**config.mk**
```make
export PLATFORM = sky130hd
export DESIGN_NAME = mgmt_byte_host
export DESIGN_NICKNAME = d
export VERILOG_FILES = /design/src/rtl/mbh_pkg.sv /design/src/rtl/mbh_byte_buf.sv /design/src/rtl/mbh_budget.sv /design/src/rtl/mgmt_byte_host.sv
export SDC_FILE = /design/constraint.sdc
export NUM_CORES = 1
export LEC_CHECK = 0
export BUFFER_PORTS_ARGS = -buffer_cell sky130_fd_sc_hd__buf_2
export CORE_MARGIN = 2
export CORE_UTILIZATION = 65
export CTS_BUF_LIST = sky130_fd_sc_hd__clkbuf_8
export DETAILED_ROUTE_END_ITERATION = 8
export MAX_ROUTING_LAYER = met4
export PLACE_DENSITY = 0.78
export RECOVER_POWER = 25
export SETUP_SLACK_MARGIN = 0.1
export SKIP_CTS_REPAIR_TIMING = 1
export SYNTH_ARGS = -nofsm -noshare
export SYNTH_HDL_FRONTEND = slang
export SYNTH_SLANG_ARGS = --single-unit
```
**constraint.sdc**
```tcl
create_clock -name clk -period 7.5 [get_ports clk]
set_input_delay 1.5 -clock clk [delete_from_list [all_inputs] [get_ports clk]]
set_output_delay 1.5 -clock clk [all_outputs]
set_load 0.01 [all_outputs]
```
**src/rtl/mbh_pkg.sv**
```systemverilog
package mbh_pkg;
    typedef enum logic [3:0] {
        S_IDLE, S_START, S_OPOK, S_WSTART, S_WNEXT, S_WEND,
        S_W2R, S_RSTART, S_RNEXT, S_REND, S_HOSED
    } seq_state_t;

    typedef enum logic [1:0] {PH_EVAL, PH_CTRL, PH_DATA, PH_FLAG} phase_t;

    localparam logic [7:0] CC_PROBE  = 8'h40;
    localparam logic [7:0] CC_WSTART = 8'h41;
    localparam logic [7:0] CC_WNEXT  = 8'h42;
    localparam logic [7:0] CC_WEND   = 8'h43;
    localparam logic [7:0] CC_RSTART = 8'h44;
    localparam logic [7:0] CC_RNEXT  = 8'h45;
    localparam logic [7:0] CC_REND   = 8'h46;
    localparam logic [7:0] ST_BIT    = 8'h80;

    localparam int F_BUSY = 0;
    localparam int F_TXR  = 6;
    localparam int F_RXR  = 7;
    localparam logic [7:0] ATTN_MASK = 8'h1C;

    localparam logic [1:0] OFS_DATA = 2'd0;
    localparam logic [1:0] OFS_CTRL = 2'd1;
    localparam logic [1:0] OFS_FLAG = 2'd2;

    localparam int RES_DONE  = 0;
    localparam int RES_ATTN  = 1;
    localparam int RES_HOSED = 2;
endpackage

```
**src/rtl/mbh_byte_buf.sv**
```systemverilog
module mbh_byte_buf #(
    parameter int DEPTH = 80,
    localparam int AW = $clog2(DEPTH)
) (
    input  logic          clk,
    input  logic          we,
    input  logic [AW-1:0] waddr,
    input  logic [7:0]    wdata,
    input  logic [AW-1:0] raddr,
    output logic [7:0]    rdata
);
    logic [7:0] mem [DEPTH];

    always_ff @(posedge clk) begin
        if (we && (int'(waddr) < DEPTH)) mem[waddr] <= wdata;
    end

    assign rdata = (int'(raddr) < DEPTH) ? mem[raddr] : 8'h00;
endmodule

```
**src/rtl/mbh_budget.sv**
```systemverilog
module mbh_budget #(
    parameter int LIMIT = 100000,
    localparam int W = $clog2(LIMIT + 1)
) (
    input  logic clk,
    input  logic rst_n,
    input  logic reload,
    input  logic run,
    output logic expired
);
    logic [W-1:0] cnt;

    always_ff @(posedge clk or negedge rst_n) begin
        if (!rst_n)                 cnt <= W'(LIMIT);
        else if (reload)            cnt <= W'(LIMIT);
        else if (run && cnt != '0)  cnt <= cnt - 1'b1;
    end

    assign expired = run && (cnt == '0);
endmodule

```
**src/rtl/mgmt_byte_host.sv**
```systemverilog
module mgmt_byte_host
    import mbh_pkg::*;
#(
    parameter int BUF_BYTES   = 80,
    parameter int MAX_RETRIES = 3,
    parameter int TIMEOUT     = 100000,
    localparam int AW = $clog2(BUF_BYTES),
    localparam int LW = $clog2(BUF_BYTES + 1),
    localparam int RW = $clog2(MAX_RETRIES + 1)
) (
    input  logic          clk,
    input  logic          rst_n,
    input  logic          start,
    input  logic [LW-1:0] start_len,
    input  logic          req_we,
    input  logic [AW-1:0] req_addr,
    input  logic [7:0]    req_data,
    input  logic          tick,
    input  logic [7:0]    win_flags,
    input  logic [7:0]    win_status,
    input  logic [7:0]    win_data,
    output logic          win_we,
    output logic [1:0]    win_addr,
    output logic [7:0]    win_wdata,
    output logic          start_rej,
    output logic [2:0]    result,
    input  logic [AW-1:0] rsp_addr,
    output logic [7:0]    rsp_data,
    output logic [LW-1:0] rsp_count,
    output logic          rsp_trunc
);
    seq_state_t state, nstate_q, ev_next;
    phase_t     phase;

    logic [LW-1:0] wlen, wpos;
    logic [RW-1:0] retries;
    logic [7:0]    ctrl_q, data_q, flags_q, req_rdata, ev_ctrl;
    logic          has_data;
    logic ev_issue, ev_jump, ev_recover, ev_take, ev_done, ev_attn, ev_exit, ev_data;
    logic accept, len_ok, t_expired, t_run, t_reload, last_byte, rsp_we;

    assign len_ok    = (start_len >= LW'(2)) && (start_len <= LW'(BUF_BYTES));
    assign accept    = start && len_ok && phase == PH_EVAL &&
                       (state == S_IDLE || state == S_HOSED);
    assign last_byte = (wlen - wpos) == LW'(1);

    mbh_byte_buf #(.DEPTH(BUF_BYTES)) u_req (
        .clk(clk), .we(req_we), .waddr(req_addr), .wdata(req_data),
        .raddr(AW'(wpos)), .rdata(req_rdata));

    assign rsp_we = ev_take && (rsp_count < LW'(BUF_BYTES));
    mbh_byte_buf #(.DEPTH(BUF_BYTES)) u_rsp (
        .clk(clk), .we(rsp_we), .waddr(AW'(rsp_count)), .wdata(win_data),
        .raddr(rsp_addr), .rdata(rsp_data));

    assign t_run    = tick && phase == PH_EVAL && state != S_IDLE && state != S_HOSED;
    assign t_reload = accept || ev_issue || ev_jump || ev_recover;
    mbh_budget #(.LIMIT(TIMEOUT)) u_budget (
        .clk(clk), .rst_n(rst_n), .reload(t_reload), .run(t_run), .expired(t_expired));

    // Step evaluation: decides what the current state does with the window view.
    always_comb begin
        ev_issue = 1'b0; ev_jump = 1'b0; ev_recover = 1'b0; ev_take = 1'b0;
        ev_done = 1'b0; ev_attn = 1'b0; ev_exit = 1'b0; ev_data = 1'b0;
        ev_ctrl = CC_PROBE; ev_next = state;
        if (phase == PH_EVAL && !accept) begin
            if (state == S_HOSED) begin
                ev_exit = 1'b1;
            end else if (t_expired) begin
                ev_recover = 1'b1;
            end else if (!win_flags[F_BUSY]) begin
                unique case (state)
                    S_IDLE:  ev_attn = |(win_flags & ATTN_MASK);
                    S_START: begin ev_issue = 1'b1; ev_next = S_OPOK; end
                    S_OPOK:
                        if (win_status != (CC_PROBE | ST_BIT)) ev_recover = 1'b1;
                        else begin
                            ev_issue = 1'b1; ev_data = 1'b1;
                            ev_ctrl = CC_WSTART; ev_next = S_WSTART;
                        end
                    S_WSTART, S_WNEXT:
                        if (win_status != (((state == S_WSTART) ? CC_WSTART : CC_WNEXT) | ST_BIT))
                            ev_recover = 1'b1;
                        else if (win_flags[F_TXR]) begin
                            ev_issue = 1'b1; ev_data = 1'b1;
                            ev_ctrl  = last_byte ? CC_WEND : CC_WNEXT;
                            ev_next  = last_byte ? S_WEND : S_WNEXT;
                        end
                    S_WEND:
                        if (win_status != (CC_WEND | ST_BIT) || win_data != 8'h00) ev_recover = 1'b1;
                        else begin ev_jump = 1'b1; ev_next = S_W2R; end
                    S_W2R:
                        if (win_flags[F_RXR]) begin
                            ev_issue = 1'b1; ev_ctrl = CC_RSTART; ev_next = S_RSTART;
                        end
                    S_RSTART:
                        if (win_status != (CC_RSTART | ST_BIT)) ev_recover = 1'b1;
                        else if (win_flags[F_RXR]) begin
                            ev_issue = 1'b1; ev_take = 1'b1;
                            ev_ctrl = CC_RNEXT; ev_next = S_RNEXT;
                        end
                    S_RNEXT:
                        if (win_status == (CC_REND | ST_BIT)) begin
                            ev_issue = 1'b1; ev_take = 1'b1;
                            ev_ctrl = CC_REND; ev_next = S_REND;
                        end else if (win_status == (CC_RNEXT | ST_BIT)) begin
                            if (win_flags[F_RXR]) begin
                                ev_issue = 1'b1; ev_take = 1'b1;
                                ev_ctrl = CC_RNEXT; ev_next = S_RNEXT;
                            end
                        end else ev_recover = 1'b1;
                    S_REND:
                        if (win_status != (CC_PROBE | ST_BIT) || win_data != 8'h00) ev_recover = 1'b1;
                        else begin ev_jump = 1'b1; ev_done = 1'b1; ev_next = S_IDLE; end
                    default: ev_recover = 1'b1;
                endcase
            end
        end
    end

    // State register process.
    always_ff @(posedge clk or negedge rst_n) begin
        if (!rst_n) begin
            state <= S_IDLE;
            phase <= PH_EVAL;
            nstate_q <= S_IDLE;
        end else if (accept) begin
            state <= S_START;
            phase <= PH_EVAL;
        end else begin
            unique case (phase)
                PH_EVAL:
                    if (ev_exit) state <= S_IDLE;
                    else if (ev_recover)
                        state <= (retries == RW'(MAX_RETRIES)) ? S_HOSED : S_START;
                    else if (ev_issue) begin
                        nstate_q <= ev_next;
                        phase    <= PH_CTRL;
                    end else if (ev_jump) state <= ev_next;
                PH_CTRL: phase <= has_data ? PH_DATA : PH_FLAG;
                PH_DATA: phase <= PH_FLAG;
                PH_FLAG: begin
                    phase <= PH_EVAL;
                    state <= nstate_q;
                end
                default: phase <= PH_EVAL;
            endcase
        end
    end

    // Datapath and output process.
    always_ff @(posedge clk or negedge rst_n) begin
        if (!rst_n) begin
            wlen <= '0; wpos <= '0; retries <= '0; rsp_count <= '0; rsp_trunc <= 1'b0;
            ctrl_q <= '0; data_q <= '0; flags_q <= '0; has_data <= 1'b0;
            result <= '0; start_rej <= 1'b0;
        end else begin
            start_rej <= start && !accept;
            if (accept) begin
                wlen <= start_len; wpos <= '0; retries <= '0;
                rsp_count <= '0; rsp_trunc <= 1'b0; result <= '0;
            end else if (ev_exit) begin
                result <= 3'b001 << RES_HOSED;
            end else if (ev_recover) begin
                if (retries != RW'(MAX_RETRIES)) retries <= retries + 1'b1;
                wpos <= '0; rsp_count <= '0; rsp_trunc <= 1'b0;
            end else if (ev_issue) begin
                ctrl_q   <= ev_ctrl;
                data_q   <= req_rdata;
                has_data <= ev_data;
                flags_q  <= win_flags | 8'h01;
                if (ev_data) wpos <= wpos + 1'b1;
                if (ev_take) begin
                    if (rsp_we) rsp_count <= rsp_count + 1'b1;
                    else        rsp_trunc <= 1'b1;
                end
            end else if (ev_done) begin
                result <= 3'b001 << RES_DONE;
            end else if (ev_attn && result == '0) begin
                result <= 3'b001 << RES_ATTN;
            end
        end
    end

    always_comb begin
        win_we = (phase != PH_EVAL);
        unique case (phase)
            PH_CTRL: begin win_addr = OFS_CTRL; win_wdata = ctrl_q;  end
            PH_DATA: begin win_addr = OFS_DATA; win_wdata = data_q;  end
            PH_FLAG: begin win_addr = OFS_FLAG; win_wdata = flags_q; end
            default: begin win_addr = OFS_DATA; win_wdata = 8'h00;   end
        endcase
    end
endmodule

```
Word level (Yosys, flattened, before mapping)

Memories as Yosys holds them, arrays and structs flattened.
Cells that the tools add are included.

Register bits: 80
Bits in latches: 0
Bits in writable memories: 1280
Memory bits (read-only): 0
Input port bits: 58
Output and inout bits: 31
Memories kept: 2

Memories:

| memory    | words | width | read ports | clocked after Yosys merged registers in | wr ports | line               | source |
|---|---|---|---|---|---|---|---|
| u_req.mem | 80    | 8     | 1          | 0                                       | 1        | mbh_byte_buf.sv:12 | `logic [7:0] mem [DEPTH];` |
| u_rsp.mem | 80    | 8     | 1          | 0                                       | 1        | mbh_byte_buf.sv:12 |  |

Add/subtract/negate cells: 5
$mul: 0
Divide/modulo/power cells: 0
Order comparisons: 7
Eq/ne operators: 32
Shift-type cells: 0
Muxes and demuxes: 134
Bitwise operators: 3
Reductions and logical operators: 51

Operators with widths:

| cell                                               | number |
|---|---|
| 2-to-1 mux 4 bit                                   | 20 |
| 2-to-1 mux 7 bit                                   | 11 |
| 2-to-1 mux 1 bit                                   | 62 |
| 2-to-1 mux 3 bit                                   | 14 |
| less-than comparator 7 bit, second input constant  | 5 |
| 2-to-1 mux 17 bit                                  | 2 |
| one-hot mux 4 bit (8 select lines)                 | 1 |
| 2-to-1 mux 8 bit                                   | 3 |
| inequality test 8 bit, second input constant       | 3 |
| one-hot mux 8 bit (3 select lines)                 | 1 |
| 2-to-1 mux 2 bit                                   | 11 |
| logical NOT 17 bit                                 | 1 |
| nonzero test 17 bit                                | 1 |
| subtractor 17 x 1 -> 17 bit, second input constant | 1 |
| == test 4 x 3 -> 1 bit, second input constant      | 4 |
| == test 8 bit, second input constant               | 2 |
| logical AND 1 bit                                  | 15 |
| one-hot mux 3 bit (5 select lines)                 | 1 |
| AND reduction 3 bit                                | 5 |
| nonzero test 3 bit                                 | 5 |
| adder 7 x 1 -> 7 bit, second input constant        | 2 |
| == test 4 bit, second input constant               | 3 |
| inequality test 3 bit, second input constant       | 4 |
| AND reduction 4 bit                                | 3 |
| 33 further kinds                                   | 52 |

Longest topological paths before layout

Depth after elaboration: 16
Mapped depth: 14
Mapped depth without buffers: 11

Modules after synthesis

Synthesis repeated with hierarchy kept, for this count alone.

Cell total of the unflattened synthesis: 2841
Area total of the unflattened synthesis: 54526.0 sq um

By module, submodules not included:

| module         | times used | cells an instance | area an instance (sq um) | seq. area each (sq um) |
|---|---|---|---|---|
| mbh_byte_buf   | 2          | 1164              | 24902.6                  | 19218.4 |
| mgmt_byte_host | 1          | 407               | 3673.5                   | 1451.4 |
| mbh_budget     | 1          | 106               | 1047.3                   | 432.9 |

Worst setup path before layout

Ideal clock, no wire load.

Path type: input -> output
From: in rsp_addr[0]
To: out rsp_data[0]
Data arrival time: 4282 ps
Required time: 6000 ps
Path slack: 1718 ps
Cell stages on the path: 8
Cells stage by stage: clkbuf_1 > clkbuf_1 > buf_1 > buf_1 > mux4_2 > mux4_2 > inv_1 > o21ai_0

Longest elaborated chain between the ends: 2
Elaborated cells between the ends (all ways): 3

Ends and longest elaborated chain:

| element                                                           | line                 | source |
|---|---|---|
| start: declaration                                                | mgmt_byte_host.sv:27 | `input logic [AW-1:0] rsp_addr,` |
| memory (80 x 8 bit) or less-than comparator 7 bit (tied branches) | n/a                  |  |
| 2-to-1 mux 8 bit (*)                                              | mbh_byte_buf.sv:18   | `assign rdata = (int'(raddr) < DEPTH) ? mem[raddr] : 8'h00;` |
| end: declaration                                                  | mgmt_byte_host.sv:28 | `output logic [7:0] rsp_data,` |

Mark *: on every way between the ends. The rest lies on a longest branch, timed or not.

Final worst setup path

From: in win_data[0]
To: reg u_budget.cnt[0]

Longest elaborated chain between the ends: 11
Elaborated cells between the ends (all ways): 21

Ends and longest elaborated chain:

| element                                                 | line                                        | source |
|---|---|---|
| start: declaration                                      | mgmt_byte_host.sv:21                        | `input logic [7:0] win_data,` |
| nonzero test 8 bit (*)                                  | mgmt_byte_host.sv:90, mgmt_byte_host.sv:113 |  |
| logical OR 1 bit (on tied branches)                     | mgmt_byte_host.sv:113, mgmt_byte_host.sv:90 |  |
| 2-to-1 mux 1 bit (on tied branches)                     | mgmt_byte_host.sv:113, mgmt_byte_host.sv:90 |  |
| one-hot mux 1 bit (2 select lines)                      | mgmt_byte_host.sv:72                        | `unique case (state)` |
| 2-to-1 mux 1 bit                                        | mgmt_byte_host.sv:71                        | `end else if (!win_flags[F_BUSY]) begin` |
| 2-to-1 mux 1 bit                                        | mgmt_byte_host.sv:69                        | `end else if (t_expired) begin` |
| 2-to-1 mux 1 bit                                        | mgmt_byte_host.sv:67                        | `if (state == S_HOSED) begin` |
| 2-to-1 mux 1 bit                                        | mgmt_byte_host.sv:66                        | `if (phase == PH_EVAL && !accept) begin` |
| logical OR 1 bit                                        | mgmt_byte_host.sv:57                        | `assign t_reload = accept \|\| ev_issue \|\| ev_jump \|\| ev_recover;` |
| logical OR 1 bit (*)                                    | mgmt_byte_host.sv:57                        |  |
| 2-to-1 mux 17 bit or nonzero test 2 bit (tied branches) | n/a                                         |  |
| end signal: assignment                                  | mbh_budget.sv:14                            | `if (!rst_n) cnt <= W'(LIMIT);` |
| end signal: assignment                                  | mbh_budget.sv:15                            | `else if (reload) cnt <= W'(LIMIT);` |
| end signal: assignment                                  | mbh_budget.sv:16                            | `else if (run && cnt != '0) cnt <= cnt - 1'b1;` |
| end: declaration                                        | mbh_budget.sv:11                            | `logic [W-1:0] cnt;` |

Marked as above.
A chain may end at the register's enable or synchronous reset.

==> reports/metrics.cfg <==
[power_and_ir_drop]
clkPwrFrac = 0.368
power.switching_fraction = 0.239
peakVddDrop_mv = 0.218
share_seq_of_total_power = 0.557
p_int_mw = 11.7
comb_power_share = 0.075
total_leakage_power_nw = 18.8
p_per_area_nw_per_um2 = 259
netSwitchingPower_mw = 3.67

[synthesis]
proportion_of_synthesized_flip_flops_having_asynchronous_set_or_reset = 0.0554
synth-seq-cells = 1355
yosys.cell_count.top_type = sky130_fd_sc_hd__edfxtp_1
post_synth_inst_count = 2572
post-synth-top-area-cell = sky130_fd_sc_hd__edfxtp_1
post_synth_most_frequent_cells = 1280 x sky130_fd_sc_hd__edfxtp_1, 413 x sky130_fd_sc_hd__mux4_2, 220 x sky130_fd_sc_hd__nor2_1
ys_seq_area_frac = 0.749
netlist_area_um2 = 53800
top_flip_flop_cell_by_instance_count_after_synthesis = sky130_fd_sc_hd__edfxtp_1
yosysUniqueCellTypes = 71
netlist.area_leader.share = 0.714
syn_nets = 2647
ys_warn_count = 0
synth_enable_flop_cells = 1280
post_synth_main_area_contributors = sky130_fd_sc_hd__edfxtp_1 71%, sky130_fd_sc_hd__mux4_2 17%, sky130_fd_sc_hd__dfrtp_1 3.2%
synth_area_per_cell_um2 = 20.9

[outcome]
violated_checks = max-capacitance violations, max-slew violations
outcome = finished with violations

[sta]
report.final.hold_viol_count = 0
rsz0062_at_grt = no
slew_violations = 1101
layout_min_cycle_time_ns = 6.38
fmax_ghz = 0.157
slew_headroom = -1.70
worst_clock_skew_ns = 0.0570
setup-tns-final_ns = 0
layout_setup_ws_ns = 1.12
setup_viol = 0
tightest_slew_ns = 4.05
ratio_of_final_minimum_period_to_clock_period = 0.851

[critical_path]
critPathCaptureType = flip-flop
cp.required_ns = 8.26
path_class = in2reg
critical_path_peak_fanout = 81
timing.critical_path.arrival_ns = 7.14
crit_slowest_cell = sky130_fd_sc_hd__clkbuf_1
reg2reg_slack_ns = 2.57
critical_path.startpoint_type = input port
crit_chain = buf_2 -> clkbuf_1 -> or4_1 -> nor4_1 -> o32ai_1 -> o21bai_1 -> a211o_1 -> nand2_1 -> or3b_1 -> nor2_1
timing.critical_path.slowest_cell_delay_ns = 2.80

[global_route]
gr-total-overflow = 0
initial_antenna_violation_count = 3
grt_total_usage = 0.293
grt_pass1_vias = 27525
first_pass_grt_wire_length_um = 176000
largest_net_degree_at_the_start_of_global_routing = 129

[die]
floorplan.rows = 105
design.die.area_um2 = 85100
core_um2 = 82000
io_pins = 89
start_util = 0.656
chipWidth_um = 292
floorplan.die.height_um = 292

[route]
route.detailed.drc = 0
drt.antenna.violating_nets = 0
postRouteWirelength_um = 118000
dr_iter_0_viols = 3150
drt-vias-per-instance = 6.67
detailroute.via_count = 26812
routedWlPerCell_um = 29.3
router_iterations_before_antenna_repair = 6

[clock_network]
cts_buf_count = 202
h-tree-depth = 4
root_buffer_selected_by_cts = sky130_fd_sc_hd__clkbuf_8
clock_insertion_delay_at_the_later_pin_of_the_skew_report_ns = 0.89
cts_tree = done
clock_sinks = 1355
clk_transition_reported_paths_ns = 0.07
ctsLongestPathBuffers = 3

[final_layout]
combined_area_of_the_multi_input_logic_cells_um2 = 12900
nets = 2851
drive_gt1_frac = 0.278
seq_area_um2 = 40300
area_growth_syn_to_layout_pct = 10.1
fillCellCount = 4569

[placed_design]
io_buffer_count = 88
dp_hpwl_um = 70900
place_ws_ns = 1.52
finalWeightedCongestion = 0.884

[worst_hold_path]
worstHoldPathType = reg2reg

[flow_run]
timing.max_cap.violations = 14

## placed cells by master (no fill, tap or decap), drive strengths merged, types with 10 or more instances in the layout
cell type,n
nand3,29
nor2,220
inv,105
mux2,19
nor4,10
nor2b,19
nand2b,15
clkbuf,218
nand2,102
mux4,413
buf,108
edfxtp,1280
o21ai,40
a22oi,11
nor3,19
ha,16
dfrtp,69
xnor2,18
a21oi,25
clkinv,84
## layer usage
layer | wire, µm | vias to the layer above | global-route usage | part of all wire
li1 | - | 11102 | - | -
met1 | 44600 | 13972 | 0.395 | 0.38
met2 | 59300 | 1487 | 0.459 | 0.50
met3 | 9630 | 251 | 0.0536 | 0.082
met4 | 4250 | 0 | 0.111 | 0.036
met5 | 0 | - | - | 0
## power groups by stage
stage          clock (mW)  combinational [mW]  sequential (mW)
4_1_cts              5.73                1.14             8.53
6_report             5.65                1.15             8.55
3_5_place_dp            0                1.14             8.68
2_1_floorplan           0               0.760             8.62
5_1_grt              6.04                1.25             8.56
3_3_place_gp            0                1.09             8.67
## state kept, by name, summed over array words and instances, names as in the netlist
signal	flops
ctrl_q	3
data_q	8
flags_q	8
has_data	1
nstate_q	4
phase	2
result	3
retries	2
rsp_count	7
rsp_trunc	1
start_rej	1
state	4
u_budget.cnt	17
u_req.mem	640
u_rsp.mem	640
wlen	7
wpos	7
## critical path, delay by kind of cell
family,cells,cell delay (ns)
buffers and inverters,2,2.87
and+or+nand+nor,5,1.68
AOI/OAI and AO/OA,3,1.05
## logic make-up (layout without fill, tap and decap cells)
| family | Yosys count | count (layout) | synth area share |
|---|---|---|---|
| XOR/XNOR | 24 | 24 | 0.00391 |
| adder cells (fa/ha/maj) | 17 | 17 | 0.00409 |
| buffers and inverters | 154 | 525 | 0.0110 |
| AND/OR/NAND/NOR | 456 | 456 | 0.0383 |
| other | 0 | 4 | 0 |
| AO/OA/AOI/OAI | 129 | 129 | 0.0156 |
| flip-flops | 1355 | 1355 | 0.749 |
| multiplexers | 437 | 437 | 0.178 |
## worst paths after layout
check                                   end  depth (start not counted)   startpoint
setup / recovery            u_budget.cnt[0]                         10  win_data[0]
min in group asynchronous   u_budget.cnt[2]                          1        rst_n
hold reg to reg                 nstate_q[2]                          2  nstate_q[2]
max in group asynchronous           wpos[1]                          1        rst_n
setup reg to reg           u_rsp.mem[17][7]                          8     state[3]
hold / removal                  nstate_q[2]                          2  nstate_q[2]
## area by class of cell
cell class              instances  share of cell area
flip-flops and latches       1355               0.681
inverters                      31             0.00196
repair buffers                123              0.0123
diodes                          4            0.000169
clock buffers                 203              0.0472
well taps                    1070              0.0226
clock inverters               168              0.0170
multi-input cells            1063               0.218
## through the flow
stage	util	total power [mW]	hold WS, ns	instances	instance area (µm²)
floorplan	-	9.38	0.448	2572	53800
global placement	0.677	9.77	0.464	3642	55500
detailed placement	0.677	9.82	0.471	3642	55500
global route	0.723	15.9	0.512	4017	59200
CTS	0.723	15.4	0.484	4013	59300
finish	0.723	15.3	0.486	4017	59200
Power figures use the tool's default switching activity.
